### src/rtl/sio_irq_pkg.sv
package sio_irq_pkg;

    // Transmit control field codes; the encoding is decoded by the line driver
    typedef enum logic [1:0] {
        TXC_LOW_QUIET = 2'b00,
        TXC_LOW_IRQ   = 2'b01,
        TXC_HIGH      = 2'b10,
        TXC_BREAK     = 2'b11
    } txc_e;

    typedef struct packed {
        logic rx_ie;
        txc_e txc;
    } ctl_t;

    typedef struct packed {
        logic rx_rdy;
        logic tx_emp;
    } flags_t;

endpackage

### src/rtl/sio_ctl_reg.sv
module sio_ctl_reg
    import sio_irq_pkg::*;
#(
    parameter int DATA_W   = 8,
    parameter int RXIE_BIT = 7,
    parameter int TXC_LSB  = 5
) (
    input  logic              clk,
    input  logic              rst_n,
    input  logic              wr,
    input  logic [DATA_W-1:0] wdata,
    output logic              rx_ie,
    output logic              tx_ie,
    output logic              rts_n,
    output logic              brk
);

    ctl_t ctl_d, ctl_q;

    // Bits outside the decoded fields are accepted and dropped
    logic unused_wbits;
    assign unused_wbits = ^wdata;

    always_comb begin
        ctl_d = ctl_q;
        if (wr) begin
            ctl_d.rx_ie = wdata[RXIE_BIT];
            ctl_d.txc   = txc_e'(wdata[TXC_LSB +: 2]);
        end
    end

    always_ff @(posedge clk or negedge rst_n) begin
        if (!rst_n) begin
            ctl_q <= '{rx_ie: 1'b0, txc: TXC_LOW_QUIET};
        end else begin
            ctl_q <= ctl_d;
        end
    end

    always_comb begin
        rx_ie = ctl_q.rx_ie;
        tx_ie = 1'b0;
        rts_n = 1'b0;
        brk   = 1'b0;
        unique case (ctl_q.txc)
            TXC_LOW_QUIET: ;
            TXC_LOW_IRQ:   tx_ie = 1'b1;
            TXC_HIGH:      rts_n = 1'b1;
            TXC_BREAK:     brk   = 1'b1;
            default:       ;
        endcase
    end

    AST_CTL_HOLD: assert property (@(posedge clk) disable iff (!rst_n)
        !wr |=> $stable(ctl_q)) else $error("control changed without write");

    AST_ONE_MODE: assert property (@(posedge clk) disable iff (!rst_n)
        $onehot0({tx_ie, rts_n, brk})) else $error("transmit field decode overlap");

endmodule

### src/rtl/sio_stat_flags.sv
module sio_stat_flags
    import sio_irq_pkg::*;
(
    input  logic clk,
    input  logic rst_n,
    input  logic rx_arrive,
    input  logic rx_take,
    input  logic tx_taken,
    input  logic tx_load,
    output logic rx_rdy,
    output logic tx_emp
);

    flags_t flg_d, flg_q;

    always_comb begin
        flg_d = flg_q;
        // Receive: a new byte outranks a read in the same cycle
        if (rx_take)   flg_d.rx_rdy = 1'b0;
        if (rx_arrive) flg_d.rx_rdy = 1'b1;
        // Transmit: a new load outranks the hand-off in the same cycle
        if (tx_taken)  flg_d.tx_emp = 1'b1;
        if (tx_load)   flg_d.tx_emp = 1'b0;
    end

    always_ff @(posedge clk or negedge rst_n) begin
        if (!rst_n) begin
            flg_q <= '{rx_rdy: 1'b0, tx_emp: 1'b1};
        end else begin
            flg_q <= flg_d;
        end
    end

    assign rx_rdy = flg_q.rx_rdy;
    assign tx_emp = flg_q.tx_emp;

    AST_RX_SET: assert property (@(posedge clk) disable iff (!rst_n)
        rx_arrive |=> rx_rdy) else $error("receive flag not set");

    AST_RX_CLR: assert property (@(posedge clk) disable iff (!rst_n)
        (rx_take && !rx_arrive) |=> !rx_rdy) else $error("receive flag not cleared");

    AST_TX_CLR: assert property (@(posedge clk) disable iff (!rst_n)
        tx_load |=> !tx_emp) else $error("transmit flag not cleared");

endmodule

### src/rtl/sio_irq_ctrl.sv
module sio_irq_ctrl
    import sio_irq_pkg::*;
#(
    parameter int DATA_W     = 8,
    parameter int RX_RDY_BIT = 0,
    parameter int TX_EMP_BIT = 1,
    parameter int IRQ_BIT    = DATA_W - 1
) (
    input  logic              clk,
    input  logic              rst_n,
    input  logic              ctl_wr,
    input  logic [DATA_W-1:0] ctl_wdata,
    input  logic              rx_arrive,
    input  logic              rx_take,
    input  logic              tx_taken,
    input  logic              tx_load,
    output logic [DATA_W-1:0] stat_rdata,
    output logic              irq_n,
    output logic              rts_n,
    output logic              brk_o
);

    localparam int RXIE_BIT = DATA_W - 1;
    localparam int TXC_LSB  = DATA_W - 3;

    logic rx_ie, tx_ie, rx_rdy, tx_emp, req;

    sio_ctl_reg #(
        .DATA_W  (DATA_W),
        .RXIE_BIT(RXIE_BIT),
        .TXC_LSB (TXC_LSB)
    ) u_ctl (
        .clk  (clk),
        .rst_n(rst_n),
        .wr   (ctl_wr),
        .wdata(ctl_wdata),
        .rx_ie(rx_ie),
        .tx_ie(tx_ie),
        .rts_n(rts_n),
        .brk  (brk_o)
    );

    sio_stat_flags u_flags (
        .clk      (clk),
        .rst_n    (rst_n),
        .rx_arrive(rx_arrive),
        .rx_take  (rx_take),
        .tx_taken (tx_taken),
        .tx_load  (tx_load),
        .rx_rdy   (rx_rdy),
        .tx_emp   (tx_emp)
    );

    always_comb begin
        req   = (rx_ie && rx_rdy) || (tx_ie && tx_emp);
        irq_n = !req;
        stat_rdata             = '0;
        stat_rdata[RX_RDY_BIT] = rx_rdy;
        stat_rdata[TX_EMP_BIT] = tx_emp;
        stat_rdata[IRQ_BIT]    = req;
    end

    AST_QUIET_CTL: assert property (@(posedge clk) disable iff (!rst_n)
        (ctl_wr && ctl_wdata[DATA_W-1 -: 3] == 3'b000) |=> irq_n)
        else $error("interrupt with all sources off");

    AST_BRK_RTS: assert property (@(posedge clk) disable iff (!rst_n)
        brk_o |-> !rts_n) else $error("break with rts high");

    AST_STAT_IRQ: assert property (@(posedge clk) disable iff (!rst_n)
        stat_rdata[IRQ_BIT] != irq_n) else $error("status mirror mismatch");

endmodule

### config.mk
export PLATFORM = sky130hd
export DESIGN_NAME = sio_irq_ctrl
export DESIGN_NICKNAME = d
export VERILOG_FILES = /design/src/rtl/sio_irq_pkg.sv /design/src/rtl/sio_ctl_reg.sv /design/src/rtl/sio_stat_flags.sv /design/src/rtl/sio_irq_ctrl.sv
export SDC_FILE = /design/constraint.sdc
export NUM_CORES = 1
export LEC_CHECK = 0
export ABC_AREA = 1
export BUFFER_PORTS_ARGS = -buffer_cell sky130_fd_sc_hd__buf_4
export CORE_AREA = 2 2 39 41
export DETAILED_ROUTE_END_ITERATION = 7
export DIE_AREA = 0 0 41 43
export GPL_ROUTABILITY_DRIVEN = 1
export PLACE_DENSITY_LB_ADDON = 0.08
export RECOVER_POWER = 50
export SETUP_SLACK_MARGIN = 0.05
export SYNTH_ARGS = -nofsm -noshare
export SYNTH_HDL_FRONTEND = slang
export SYNTH_SLANG_ARGS = --single-unit
### constraint.sdc
create_clock -name clk -period 2.25 [get_ports clk]
set_input_delay 0.1125 -clock clk [delete_from_list [all_inputs] [get_ports clk]]
set_output_delay 0.1125 -clock clk [all_outputs]
set_load 0.02 [all_outputs]
# Word level (Yosys, flattened, before mapping)
# Index checks and enable logic that the tools add are counted.
# word_totals
out_inout_bits	11
mem_bits_rw	0
memories	0
input_bits	15
mem_bits_ro	0
ff_bits	5
latch_bits	0
# op_classes
add_sub_neg	0
order_cmp	0
bitwise_logic	0
shifts	0
eq_ne	3
div	0
n_mul	0
n_mux	7
n_reduce_logical	6
# ops
cell	n
1-bit 2-to-1 mux	7
2-bit == test (second input constant)	2
2-bit nonzero test	2
2-bit by 1-bit == test with 1-bit output (second input constant)	1
1-bit logical AND	2
1-bit zero test	1
1-bit logical OR	1

# Depth between registers and ports, before layout
# depth
depth_word	5
ltp_mapped	4
ltp_nobuf	4

# Hierarchy
# From an unflattened synthesis, not the netlist that was laid out.
# unflattened
cells_unflattened	40
area_unflattened_um2	290.3
# by_module_without_submodules
module	seq_area_each_um2	area_per_inst_um2	n_inst	cells_per_inst
sio_ctl_reg	75.1	135.1	1	19
sio_irq_ctrl	0.0	81.3	1	13
sio_stat_flags	51.3	73.8	1	8

# Worst setup path after synthesis
# Ideal clock, no wire load.
# synth_path
path_type	register to output
from	register u_flags.flg_q, in the netlist u_flags.tx_emp
to	output stat_rdata[7]
n_path_buf	1
arrival_ns	0.801
slack_ns	1.337
required_time_ns	2.138
stages_incl_launch_ff	4
path_cell_list	dfstp_2 nand3_1 nand2_2 buf_4
# synth_between
elab_chain_len	2
# synth_rtl
item	line_no	rtl
start: declaration	sio_stat_flags.sv:14	flags_t flg_d, flg_q;
start signal: assignment	sio_stat_flags.sv:28	flg_q <= '{rx_rdy: 1'b0, tx_emp: 1'b1};
start signal: assignment	sio_stat_flags.sv:30	flg_q <= flg_d;
1-bit logical AND	sio_irq_ctrl.sv:55	req = (rx_ie && rx_rdy) || (tx_ie && tx_emp);
1-bit logical OR	sio_irq_ctrl.sv:55	
end: declaration	sio_irq_ctrl.sv:17	output logic [DATA_W-1:0] stat_rdata,
# No other way between the ends.

# Final worst setup path
# layout_path
from	register u_flags.flg_q, in the netlist u_flags.tx_emp
to	output irq_n
# layout_between
elab_chain_len	3
# layout_rtl
item	line_no	rtl
1-bit logical AND	sio_irq_ctrl.sv:55	
1-bit logical OR	sio_irq_ctrl.sv:55	
1-bit zero test	sio_irq_ctrl.sv:56	irq_n = !req;
end: declaration	sio_irq_ctrl.sv:18	output logic irq_n,
# No other way between the ends.

==> metrics.md <==
| Metric | Value |
|---|---|
| Synth cell count leaders | 8 x buf_4, 5 x inv_1, 5 x nand2_1, 4 x dfrtp_1, 3 x nor2_1 |
| Grt total ovfl | 0 |
| Layout filler cell count | 154 |
| Max Cap Viol | 0 |
| Asr flop ratio synth | 1.00 |
| WS Path Type | register to output pin |
| Synth Warn # | 0 |
| F_max | 819 MHz |
| Synth cell types | 13 |
| Postcts setup bufs | 0 |
| Cell count after synthesis | 34 |
| DR WL/cell | 7.22 um |
| Root buffer selected by CTS | clkbuf_4 |
| Pwr Total | 0.000270 W |
| Vias | 241 |
| Max Slew Vio Count | 0 |
| Die W | 41 um |
| Post-synth EDFFs | 0 |
| P_leak | 0.228 nW |
| Final min period | 1220 ps |
| Crit path max fanout | 3 |
| Top-area cell type share of the netlist area | 0.362 |
| Sequential power share | 0.383 |
| CP required | 2140 ps |
| Crit path DAT | 1110 ps |
| Pre-CTS setup slack | 1270 ps |
| Final setup margin | 1030 ps |
| Clk_skew | 0 ps |
| CP endpoint kind | output pin |
| Switching share of power | 0.279 |
| Total Die Area | 1760 um2 |
| Clock share of power | 0.376 |
| Final Hold Fails | 0 |
| Maximum vdd drop | 0.175 mV |
| Cells after DPL | 61 |
| Post-Layout Cell Count | 67 |
| Avg Cell Area, Syn | 8.13 um2 |
| Hold Crit Class | input port to register |
| Final wirelength | 484 um |
| Worst-Skew Late Latency | 240 ps |
| First-pass GRT wire length | 738 um |
| Die Y | 43 um |
| Num rows | 14 |
| CTS Buf Count | 3 |
| Final net count | 67 |
| GPL Wtd Cong | 0.663 |
| Logic gate share of total power | 0.241 |
| H-tree levels | 1 |
| Area contributors post-synth | dfrtp_1 36%, buf_4 22%, dfstp_2 9.5% |
| Initial antenna violation count | 0 |
| Share of the cycle needed by the critical path after routing | 0.543 |
| Clock transition at path regs | 40 ps |
| Status | complete, no violations |
| Initial Util | 0.200 |
| Internal | 0.000195 W |
| Count of cells resized by post-cts repair | 0 |
| TNS Setup | 0 ps |
| Sw Pwr | 0.0000752 W |
| Most frequent cell after synthesis | buf_4 |
| DR DRC count | 0 |
| Total track usage | 0.0646 |
| Synthesis-stage register bit count | 5 |
| Synthesized area | 277 um2 |
| Port bufs | 15 |
| Hold_buf cts | 2 |
| Post-synth top area cell | dfrtp_1 |
| First DRT Iteration DRCs | 2 |
| Setup repair after global routing missed its margin | false |
| Sink Count | 5 |
| IO Pins | 26 |
| Largest net degree at the start of global routing | 7 |
| Core footprint | 1380 um2 |
| Worst hold slack | 52.0 ps |
| Clk buf depth | 2 |
| Layout cell share with drive strength beyond 1 | 0.392 |
| Final setup violation count | 0 |
| Post-DP HPWL | 417 um |
| CP startpoint kind | register |
| Drt via density | 3.60 |
| CTS tree | yes |
| Register area share after synthesis | 0.457 |
| Post-route ant nets | 0 |
| Synth-to-layout area growth | 47.1% |
| Router iterations before antenna repair | 4 |
| Antenna Cells | 0 |
| Main synth FF type | dfrtp_1 |
| Vias in the first global route | 210 |
| PwrDens | 663 nW/um2 |
-- worst paths after layout --
kind / startpoint / to / slack [ps] / cells after the start
min in group asynchronous: rst_n / u_flags.rx_rdy$_DFFE_PN0P_ / 250 / 2
min: rx_take / u_flags.rx_rdy$_DFFE_PN0P_ / 50 / 2
max in group asynchronous: rst_n / u_flags.tx_emp$_DFFE_PN1P_ / 1740 / 2
min reg2reg: u_flags.tx_emp$_DFFE_PN1P_ / u_flags.tx_emp$_DFFE_PN1P_ / 510 / 2
max reg2reg: u_flags.tx_emp$_DFFE_PN1P_ / u_flags.tx_emp$_DFFE_PN1P_ / 1520 / 2
max: u_flags.tx_emp$_DFFE_PN1P_ / irq_n / 1030 / 4
-- sequential cells by signal, summed over array words and instances, names as in the netlist --
name	cells
u_flags.tx_emp	1
u_ctl.ctl_q	2
u_flags.rx_rdy	1
u_ctl.rx_ie	1
-- metal layers --
layer,part of all wire,track usage
met1,0.34,0.0689
met5,0,0
met2,0.52,0.0875
met3,0.13,0.0314
met4,0,0.0600
-- area by class of cell --
cell class                      instances  area, um2  area share
Inverter                                6       22.5      0.0554
Timing Repair Buffer                   17        129       0.317
Tap cell                               16       20.0      0.0492
Clock buffer                            4       26.3      0.0646
Sequential cell                         5        126       0.311
Multi-Input combinational cell         19       82.6       0.203
-- cell usage in the layout, fill, tap and decap left out --
cell	n
nor2_1	3
clkbuf_1	2
o21ai_0	3
nand3_1	1
dfrtp_1	4
inv_1	5
buf_4	14
nand2_2	1
dlygate4sd3_1	2
inv_2	1
conb_1	5
clkbuf_4	3
o21bai_1	1
dfstp_2	1
nand2_1	5
-- power groups by stage --
stage | clock [W] | sequential [W] | combinational (W)
4_1_cts | 0.000105 | 0.000104 | 0.0000671
6_report | 0.000102 | 0.000103 | 0.0000649
2_1_floorplan | 0 | 0.000104 | 0.0000464
3_5_place_dp | 0 | 0.000105 | 0.0000642
5_1_grt | 0.000108 | 0.000104 | 0.0000724
3_3_place_gp | 0 | 0.000105 | 0.0000638
-- stage by stage --
step / instance area [um2] / utilization
6_report: 407 / 0.294
3_5_place_dp: 364 / 0.263
2_1_floorplan: 292 / -
4_1_cts: 410 / 0.297
3_3_place_gp: 364 / 0.263
5_1_grt: 407 / 0.294
-- logic make-up (layout without fill, tap and decap cells) --
logic type / after synthesis / after routing / synth area share
other: 1 / 5 / 0.0136
AOI/OAI and AO/OA: 4 / 4 / 0.0814
DFF: 5 / 5 / 0.457
and+or+nand+nor: 10 / 10 / 0.149
buffers and inverters: 14 / 27 / 0.299
-- critical path, cell delays in order (launching register included) --
cell	delay, ps
dfstp_2	540
nand3_1	90
nand2_2	80
inv_2	30
buf_4	140
No activity file was read; power rests on OpenSTA's default activity.
